**config.mk**
```make
export PLATFORM = sky130hd
export DESIGN_NAME = rx_addr_filter
export DESIGN_NICKNAME = d
export VERILOG_FILES = /design/src/rtl/afilt_pkg.sv /design/src/rtl/afilt_regs.sv /design/src/rtl/afilt_capture.sv /design/src/rtl/afilt_decide.sv /design/src/rtl/rx_addr_filter.sv
export SDC_FILE = /design/constraint.sdc
export NUM_CORES = 1
export LEC_CHECK = 0
export BUFFER_PORTS_ARGS = -buffer_cell sky130_fd_sc_hd__buf_4
export CAP_MARGIN = 20
export CORE_MARGIN = 3
export CORE_UTILIZATION = 55
export DETAILED_ROUTE_END_ITERATION = 7
export PLACE_DENSITY = 0.82
export SLEW_MARGIN = 10
export SYNTH_ARGS = -nofsm -noshare
export SYNTH_HDL_FRONTEND = slang
export SYNTH_HIERARCHICAL = 1
export SYNTH_SLANG_ARGS = --single-unit
```
**constraint.sdc**
```tcl
create_clock -name clk -period 4.2 [get_ports clk]
set_input_delay 0.84 -clock clk [delete_from_list [all_inputs] [get_ports clk]]
set_output_delay 0.84 -clock clk [all_outputs]
set_load 0.02 [all_outputs]
```
**src/rtl/afilt_pkg.sv**
```systemverilog
`timescale 1ns/1ps
// Package: shared constants, control type and the reflected CRC-32 byte step
// used by the receive address filter.
package afilt_pkg;

    localparam logic [31:0] CRC_SEED = 32'hFFFF_FFFF;
    localparam logic [31:0] CRC_POLY = 32'hEDB8_8320;

    typedef struct packed {
        logic promisc;
        logic all_multi;
    } filt_ctrl_t;

    // Advance a bit-reflected CRC-32 by one byte, least significant bit first.
    function automatic logic [31:0] crc_step_byte(input logic [31:0] cur, input logic [7:0] din);
        logic [31:0] r;
        r = cur;
        for (int i = 0; i < 8; i++) begin
            if (r[0] ^ din[i]) r = (r >> 1) ^ CRC_POLY;
            else               r = r >> 1;
        end
        return r;
    endfunction

endpackage

```
**src/rtl/afilt_regs.sv**
```systemverilog
`timescale 1ns/1ps
// Module: afilt_regs
// Holds the station address bytes, the hash table bytes and the control bits.
// Assumes single-cycle byte writes; there is no read path. The address map is
// derived from the parameters: station at 0, hash at the next power of two,
// control right after the hash window.
module afilt_regs
    import afilt_pkg::*;
#(
    parameter int ADDR_BYTES = 6,
    parameter int HASH_BYTES = 8,
    parameter int CFG_AW     = 5
) (
    input  logic                      clk,
    input  logic                      rst_n,
    input  logic                      cfg_we,
    input  logic [CFG_AW-1:0]         cfg_addr,
    input  logic [7:0]                cfg_wdata,
    output logic [8*ADDR_BYTES-1:0]   station,
    output logic [8*HASH_BYTES-1:0]   hash_tbl,
    output filt_ctrl_t                ctrl
);
    localparam int STA_BASE  = 0;
    localparam int HASH_BASE = 2 ** $clog2(ADDR_BYTES);
    localparam int CTRL_ADDR = HASH_BASE + 2 ** $clog2(HASH_BYTES);

    logic [7:0] sta_q  [ADDR_BYTES];
    logic [7:0] hash_q [HASH_BYTES];
    filt_ctrl_t ctrl_q;

    genvar g;
    generate
        for (g = 0; g < ADDR_BYTES; g++) begin : g_sta
            // Station byte g register.
            always_ff @(posedge clk) begin
                if (!rst_n)
                    sta_q[g] <= '0;
                else if (cfg_we && cfg_addr == CFG_AW'(STA_BASE + g))
                    sta_q[g] <= cfg_wdata;
            end
            assign station[8*g +: 8] = sta_q[g];
        end
        for (g = 0; g < HASH_BYTES; g++) begin : g_hash
            // Hash table byte g register.
            always_ff @(posedge clk) begin
                if (!rst_n)
                    hash_q[g] <= '0;
                else if (cfg_we && cfg_addr == CFG_AW'(HASH_BASE + g))
                    hash_q[g] <= cfg_wdata;
            end
            assign hash_tbl[8*g +: 8] = hash_q[g];
        end
    endgenerate

    // Control register: bit 0 all-multicast, bit 1 promiscuous.
    always_ff @(posedge clk) begin
        if (!rst_n)
            ctrl_q <= '0;
        else if (cfg_we && cfg_addr == CFG_AW'(CTRL_ADDR))
            ctrl_q <= '{promisc: cfg_wdata[1], all_multi: cfg_wdata[0]};
    end
    assign ctrl = ctrl_q;

    assert_ctrl_write_R2: assert property (@(posedge clk) disable iff (!rst_n)
        (cfg_we && cfg_addr == CFG_AW'(CTRL_ADDR)) |=>
            (ctrl.promisc == $past(cfg_wdata[1]) && ctrl.all_multi == $past(cfg_wdata[0])));

endmodule

```
**src/rtl/afilt_capture.sv**
```systemverilog
`timescale 1ns/1ps
// Module: afilt_capture
// Collects the destination address bytes of each frame and runs the reflected
// CRC-32 over them. Pulses addr_done one cycle after the last address byte and
// short_done when the frame ends early. Assumes in_sof only with in_valid.
module afilt_capture
    import afilt_pkg::*;
#(
    parameter int ADDR_BYTES = 6,
    parameter int HIDX_W     = 6
) (
    input  logic                     clk,
    input  logic                     rst_n,
    input  logic                     in_valid,
    input  logic                     in_sof,
    input  logic                     in_eof,
    input  logic [7:0]               in_data,
    output logic [8*ADDR_BYTES-1:0]  addr_q,
    output logic [HIDX_W-1:0]        hash_idx,
    output logic                     addr_done,
    output logic                     short_done
);
    localparam int CNT_W = $clog2(ADDR_BYTES);
    localparam int LAST  = ADDR_BYTES - 1;

    logic [CNT_W-1:0] cnt;      // next byte index; 0 means not collecting
    logic [CNT_W-1:0] wr_idx;
    logic             take;
    logic [31:0]      crc_q;
    logic [7:0]       byte_q [ADDR_BYTES];

    assign wr_idx = in_sof ? '0 : cnt;
    assign take   = in_valid && (in_sof || cnt != '0);

    genvar g;
    generate
        for (g = 0; g < ADDR_BYTES; g++) begin : g_byte
            // Address byte g capture.
            always_ff @(posedge clk) begin
                if (!rst_n)
                    byte_q[g] <= '0;
                else if (take && wr_idx == CNT_W'(g))
                    byte_q[g] <= in_data;
            end
            assign addr_q[8*g +: 8] = byte_q[g];
        end
    endgenerate

    // Byte counter, CRC accumulation and completion pulses.
    always_ff @(posedge clk) begin
        if (!rst_n) begin
            cnt        <= '0;
            crc_q      <= CRC_SEED;
            addr_done  <= 1'b0;
            short_done <= 1'b0;
        end else begin
            addr_done  <= 1'b0;
            short_done <= 1'b0;
            if (take) begin
                crc_q <= crc_step_byte(in_sof ? CRC_SEED : crc_q, in_data);
                if (wr_idx == CNT_W'(LAST)) begin
                    cnt       <= '0;
                    addr_done <= 1'b1;
                end else if (in_eof) begin
                    cnt        <= '0;
                    short_done <= 1'b1;
                end else begin
                    cnt <= wr_idx + CNT_W'(1);
                end
            end
        end
    end

    assign hash_idx = crc_q[HIDX_W-1:0];

    assert_cnt_range_R3: assert property (@(posedge clk) disable iff (!rst_n)
        cnt < CNT_W'(ADDR_BYTES));

    assert_stray_byte_R11: assert property (@(posedge clk) disable iff (!rst_n)
        (in_valid && !in_sof && cnt == '0) |=> (!addr_done && !short_done));

endmodule

```
**src/rtl/afilt_decide.sv**
```systemverilog
`timescale 1ns/1ps
// Module: afilt_decide
// Turns a completed address into a registered accept/reject decision and holds
// it until the next frame start. Assumes addr_done/short_done are one-cycle
// pulses from the capture stage.
module afilt_decide
    import afilt_pkg::*;
#(
    parameter int ADDR_BYTES = 6,
    parameter int HASH_BITS  = 64,
    parameter int HIDX_W     = 6
) (
    input  logic                     clk,
    input  logic                     rst_n,
    input  logic                     frame_start,
    input  logic                     addr_done,
    input  logic                     short_done,
    input  logic [8*ADDR_BYTES-1:0]  addr_q,
    input  logic [HIDX_W-1:0]        hash_idx,
    input  logic [8*ADDR_BYTES-1:0]  station,
    input  logic [HASH_BITS-1:0]     hash_tbl,
    input  filt_ctrl_t               ctrl,
    output logic                     dec_valid,
    output logic                     dec_accept
);
    logic is_bcast, is_mcast, is_match, hash_hit, verdict;

    // Address classification and acceptance rule.
    always_comb begin
        is_bcast = &addr_q;
        is_mcast = addr_q[0];
        is_match = (addr_q == station);
        hash_hit = hash_tbl[hash_idx];
        verdict  = ctrl.promisc || is_bcast ||
                   (is_mcast ? (ctrl.all_multi || hash_hit) : is_match);
    end

    // Decision register: cleared by frame start, loaded on completion.
    always_ff @(posedge clk) begin
        if (!rst_n) begin
            dec_valid  <= 1'b0;
            dec_accept <= 1'b0;
        end else if (frame_start) begin
            dec_valid  <= 1'b0;
            dec_accept <= 1'b0;
        end else if (addr_done) begin
            dec_valid  <= 1'b1;
            dec_accept <= verdict;
        end else if (short_done) begin
            dec_valid  <= 1'b1;
            dec_accept <= 1'b0;
        end
    end

    assert_hold_R4: assert property (@(posedge clk) disable iff (!rst_n)
        (dec_valid && !frame_start) |=> (dec_valid && $stable(dec_accept)));

    assert_clear_R4: assert property (@(posedge clk) disable iff (!rst_n)
        frame_start |=> (!dec_valid && !dec_accept));

    assert_promisc_R9: assert property (@(posedge clk) disable iff (!rst_n)
        ($rose(dec_valid) && $past(addr_done) && $past(ctrl.promisc)) |-> dec_accept);

    assert_bcast_R6: assert property (@(posedge clk) disable iff (!rst_n)
        ($rose(dec_valid) && $past(addr_done) && $past(&addr_q)) |-> dec_accept);

    assert_short_R10: assert property (@(posedge clk) disable iff (!rst_n)
        ($past(short_done) && !$past(frame_start)) |-> (dec_valid && !dec_accept));

endmodule

```
**src/rtl/rx_addr_filter.sv**
```systemverilog
`timescale 1ns/1ps
// Module: rx_addr_filter
// Receive address filter top: register file, address capture with CRC, and
// decision stage. Assumes a byte stream with in_sof/in_eof qualified by in_valid.
module rx_addr_filter
    import afilt_pkg::*;
#(
    parameter int ADDR_BYTES = 6,
    parameter int HASH_BITS  = 64,
    parameter int CFG_AW     = 5
) (
    input  logic              clk,
    input  logic              rst_n,
    input  logic              in_valid,
    input  logic              in_sof,
    input  logic              in_eof,
    input  logic [7:0]        in_data,
    input  logic              cfg_we,
    input  logic [CFG_AW-1:0] cfg_addr,
    input  logic [7:0]        cfg_wdata,
    output logic              dec_valid,
    output logic              dec_accept
);
    localparam int HASH_BYTES = HASH_BITS / 8;
    localparam int HIDX_W     = $clog2(HASH_BITS);

    logic [8*ADDR_BYTES-1:0] station, addr_q;
    logic [HASH_BITS-1:0]    hash_tbl;
    logic [HIDX_W-1:0]       hash_idx;
    filt_ctrl_t              ctrl;
    logic                    addr_done, short_done, frame_start;

    assign frame_start = in_valid && in_sof;

    afilt_regs #(.ADDR_BYTES(ADDR_BYTES), .HASH_BYTES(HASH_BYTES), .CFG_AW(CFG_AW)) u_regs (
        .clk(clk), .rst_n(rst_n), .cfg_we(cfg_we), .cfg_addr(cfg_addr),
        .cfg_wdata(cfg_wdata), .station(station), .hash_tbl(hash_tbl), .ctrl(ctrl)
    );

    afilt_capture #(.ADDR_BYTES(ADDR_BYTES), .HIDX_W(HIDX_W)) u_capture (
        .clk(clk), .rst_n(rst_n), .in_valid(in_valid), .in_sof(in_sof),
        .in_eof(in_eof), .in_data(in_data), .addr_q(addr_q), .hash_idx(hash_idx),
        .addr_done(addr_done), .short_done(short_done)
    );

    afilt_decide #(.ADDR_BYTES(ADDR_BYTES), .HASH_BITS(HASH_BITS), .HIDX_W(HIDX_W)) u_decide (
        .clk(clk), .rst_n(rst_n), .frame_start(frame_start), .addr_done(addr_done),
        .short_done(short_done), .addr_q(addr_q), .hash_idx(hash_idx),
        .station(station), .hash_tbl(hash_tbl), .ctrl(ctrl),
        .dec_valid(dec_valid), .dec_accept(dec_accept)
    );

endmodule

```
==> impl_results.md <==
* Post-route ant nets at 0
* Post-synth top area share at 47.1%
* Die height at 142 um
* Reg-to-reg endpoint: u_decide/dec_accept
* Vias in the first global route at 6489
* Initial Utilization at 56.4%
* Io pins at 29
* Clock Tree Buf Depth at 3
* Cells after synthesis at 861
* Core area at 18100 um2
* Pins Over Slew Limit at 0
* Initial drt markers at 789
* Grt ovf at 0
* EDFF count, synth at 160
* Setup-failing EPs final at 0
* Tmin final at 2.61 ns
* Die ar. at 20200 um2
* Worst R2R Start: u_capture/crc_q[0]
* Layout cells sized above 1 at 13.2%
* Worst-skew pair later-pin latency at 0.51 ns
* Synth async-reset ratio at 0%
* Critical path launch point: u_capture/crc_q[0]
* CTS Sinks at 201
* Tot GR Track Use at 23.0%
* R2R Setup Slk at 1.59 ns
* RSZ-0062 raised after global routing: false
* Initial antenna violation count at 0
* Worst setup endpoint: u_decide/dec_accept
* Unique masters post-synth at 69
* Nets at 908
* Final wirelength at 23.1 mm
* PortBufs at 28
* Crit-path max FO at 12
* Hold_buf cts at 0
* Flops & latches, synth at 201
* Critical path type: reg -> reg
* Fmax achieved at 0.384 GHz
* Area leader, netlist: edfxtp_1
* CTS Buf Count at 21
* CP Capture Type: register
* CP required at 4.57 ns
* CTS tree: built
* DRC Markers at 0
* Die X at 142 um
* Final Hold Viols at 0
* # rows at 49
* Clock H-tree levels at 1
* Setup Skew at 0.0152 ns
* Synthesized Nets at 893
* Vias per inst at 5.94
* Mapped cell area at 10200 um2
* Clock-pin slew on the worst setup and hold paths at 0.06 ns
* Fill cell count at 1357
* Mean Syn Cell Area at 11.8 um2
* Via Count at 6653
* Ant diodes at 0
* Postcts setup bufs at 0
* Least-Margin Pin Slew at 1.09 ns
* Crit path arrival time at 2.98 ns
* Max-slew headroom at 26.3%
* Top FF cell, synth: edfxtp_1
* Placed inst area at 10400 um2
* RePlAce Congestion at 0.914
* # resized after CTS at 0
* Synth-to-layout area growth at 9.16%
* Max_cap viols at 0
* CTS root buf: clkbuf_16
* Largest net degree at the start of global routing at 45
* Fin area at 11100 um2
* Register area share after synthesis at 55.1%
* Detail Placement HPWL at 16.0 mm
* Hold Crit Class: reg -> reg
* Top cells by area, synth: edfxtp_1 47%, dfxtp_1 8.0%, xnor2_1 6.6%, nor2_1 5.2%, xor2_1 3.4%
* Worst R2R Path Depth at 6
* Final clock period utilization by the worst path at 62.0%
* First-pass GRT wire length at 35.9 mm
* LEAKAGE at 4.08 nW
* Crit path launch type: register
* Hold depth at 2
* Initial DRT Pass Iterations at 7
* Setup TNS at 0 ns
* P per Cell Area at 443 nW/um2
* YS warnings at 6
* Routed wire per std cell at 20.7 um
* Status: complete, no violations
* VDD IR max at 0.367 mV
-- worst max-delay path, stage by stage (launching register included) --
cell      delay (ns)
dfxtp_1         0.81
buf_4           0.27
mux4_1          0.57
a211oi_1        0.33
nor4bb_1        0.11
o41ai_2         0.25
nand3_1         0.14
-- logic make-up (layout without fill, tap and decap cells) --
| family | Yosys count | after routing | share of synthesized area, % |
|---|---|---|---|
| AO/OA/AOI/OAI | 74 | 74 | 5.21 |
| XOR/XNOR | 130 | 130 | 12.7 |
| adder cells (fa/ha/maj) | 5 | 5 | 0.613 |
| buffers and inverters | 70 | 100 | 4.26 |
| flip-flops | 201 | 201 | 55.1 |
| multiplexers | 24 | 24 | 4.46 |
| AND/OR/NAND/NOR | 357 | 357 | 17.6 |
-- metrics by stage --
stage                     power [mW]  util, %  setup slack [ns]  hold slack [ns]  instances
after floorplan                 2.95        -              1.12            0.435        861
after global placement          3.08     57.5              1.48            0.465       1071
after detailed placement        3.10     57.5              1.38            0.470       1071
after CTS                       4.94     61.3              1.55            0.483       1109
after global routing            5.10     61.6              1.52            0.502       1120
final                           4.93     61.6              1.59            0.485       1120
-- routing by layer --
layer	wire [um]	vias up	GRT usage, %
li1	-	3058	-
met1	9150	3235	30.4
met2	11400	294	37.7
met3	1690	66	3.63
met4	892	0	10.4
met5	0	-	0
-- sequential cells by signal, summed over array words and instances, names as in the netlist --
signal and cells:
u_regs/hash_q 64, u_capture/byte_q 48, u_regs/sta_q 48, u_capture/crc_q 32, u_capture/cnt 3, u_regs/ctrl 2
u_capture/addr_done 1, u_capture/short_done 1, u_decide/dec_accept 1, u_decide/dec_valid 1
-- worst min-delay path by stage --
| stage | start | to |
|---|---|---|
| 2_1_floorplan | u_regs/ctrl[1] | u_regs/ctrl[1] |
| 3_3_place_gp | u_capture/crc_q[20] | u_capture/crc_q[20] |
| 3_5_place_dp | u_capture/crc_q[20] | u_capture/crc_q[20] |
| 4_1_cts | u_capture/crc_q[20] | u_capture/crc_q[20] |
| 5_1_grt | u_capture/crc_q[20] | u_capture/crc_q[20] |
| 6_report | u_capture/crc_q[20] | u_capture/crc_q[20] |
-- cell usage after synthesis, types with 2 or more instances --
cell,number
edfxtp_1,160
nor2_1,140
xnor2_1,77
nand2_1,71
dfxtp_1,41
xor2_1,40
and2_1,34
and3_1,33
o211ai_1,27
buf_2,19
nand4_1,17
o21ai_0,17
nand2b_1,16
clkbuf_1,14
buf_4,13
mux4_2,12
inv_1,11
nor4_1,10
mux2i_1,8
buf_6,7
nor2b_1,7
a21oi_1,6
xnor2_2,6
ha_1,5
mux4_1,4
nand3_1,4
nor2_4,4
a211oi_1,3
a22oi_1,3
clkbuf_8,3
nand3b_1,3
nor3_1,3
o2111a_1,3
a31oi_1,2
o21ai_1,2
xnor2_4,2
xor2_4,2
-- layout make-up --
type | instances | area, um2 | area share [%]
clock buffer | 23 | 533 | 4.79
clock inverter | 15 | 149 | 1.34
inverter | 12 | 45.0 | 0.404
multi-input combinational | 590 | 4150 | 37.3
sequential | 201 | 5630 | 50.5
tap | 229 | 287 | 2.57
timing repair buffer | 50 | 348 | 3.12
-- cells in the final DEF, fill, tap and decap left out, types with 3 or more instances in the layout --
master     netlist  layout
nor2_1         140     140
edfxtp_1       160     160
dfxtp_1         41      41
xnor2_1         77      77
clkinv_1         1       7
nor2b_1          7       7
and3_1          33      33
a21oi_1          6       6
mux2i_1          8       8
a211oi_1         3       3
and2_1          34      34
nor3_1           3       3
o21ai_0         17      17
clkinv_2         0       4
nand3_1          4       4
ha_1             5       5
nand2b_1        16      16
nand3b_1         3       3
bufinv_16        0       3
o211ai_1        27      27
mux4_2          12      12
nor4_1          10      10
a22oi_1          3       3
o2111a_1         3       3
buf_4           13      39
nand2_1         71      71
clkbuf_16        0      21
inv_1           11      11
mux4_1           4       4
buf_2           19       8
nand4_1         17      17
xor2_1          40      40
xnor2_2          6       6
clkbuf_2         0       3
nor2_4           4       4
-- where the power goes --
group | switching [mW] | total, mW | internal, mW
Sequential | 0.0893 | 2.36 | 2.27
Combinational | 0.385 | 0.713 | 0.329
Clock | 0.762 | 1.86 | 1.10
No activity file was read; power rests on OpenSTA's default activity.
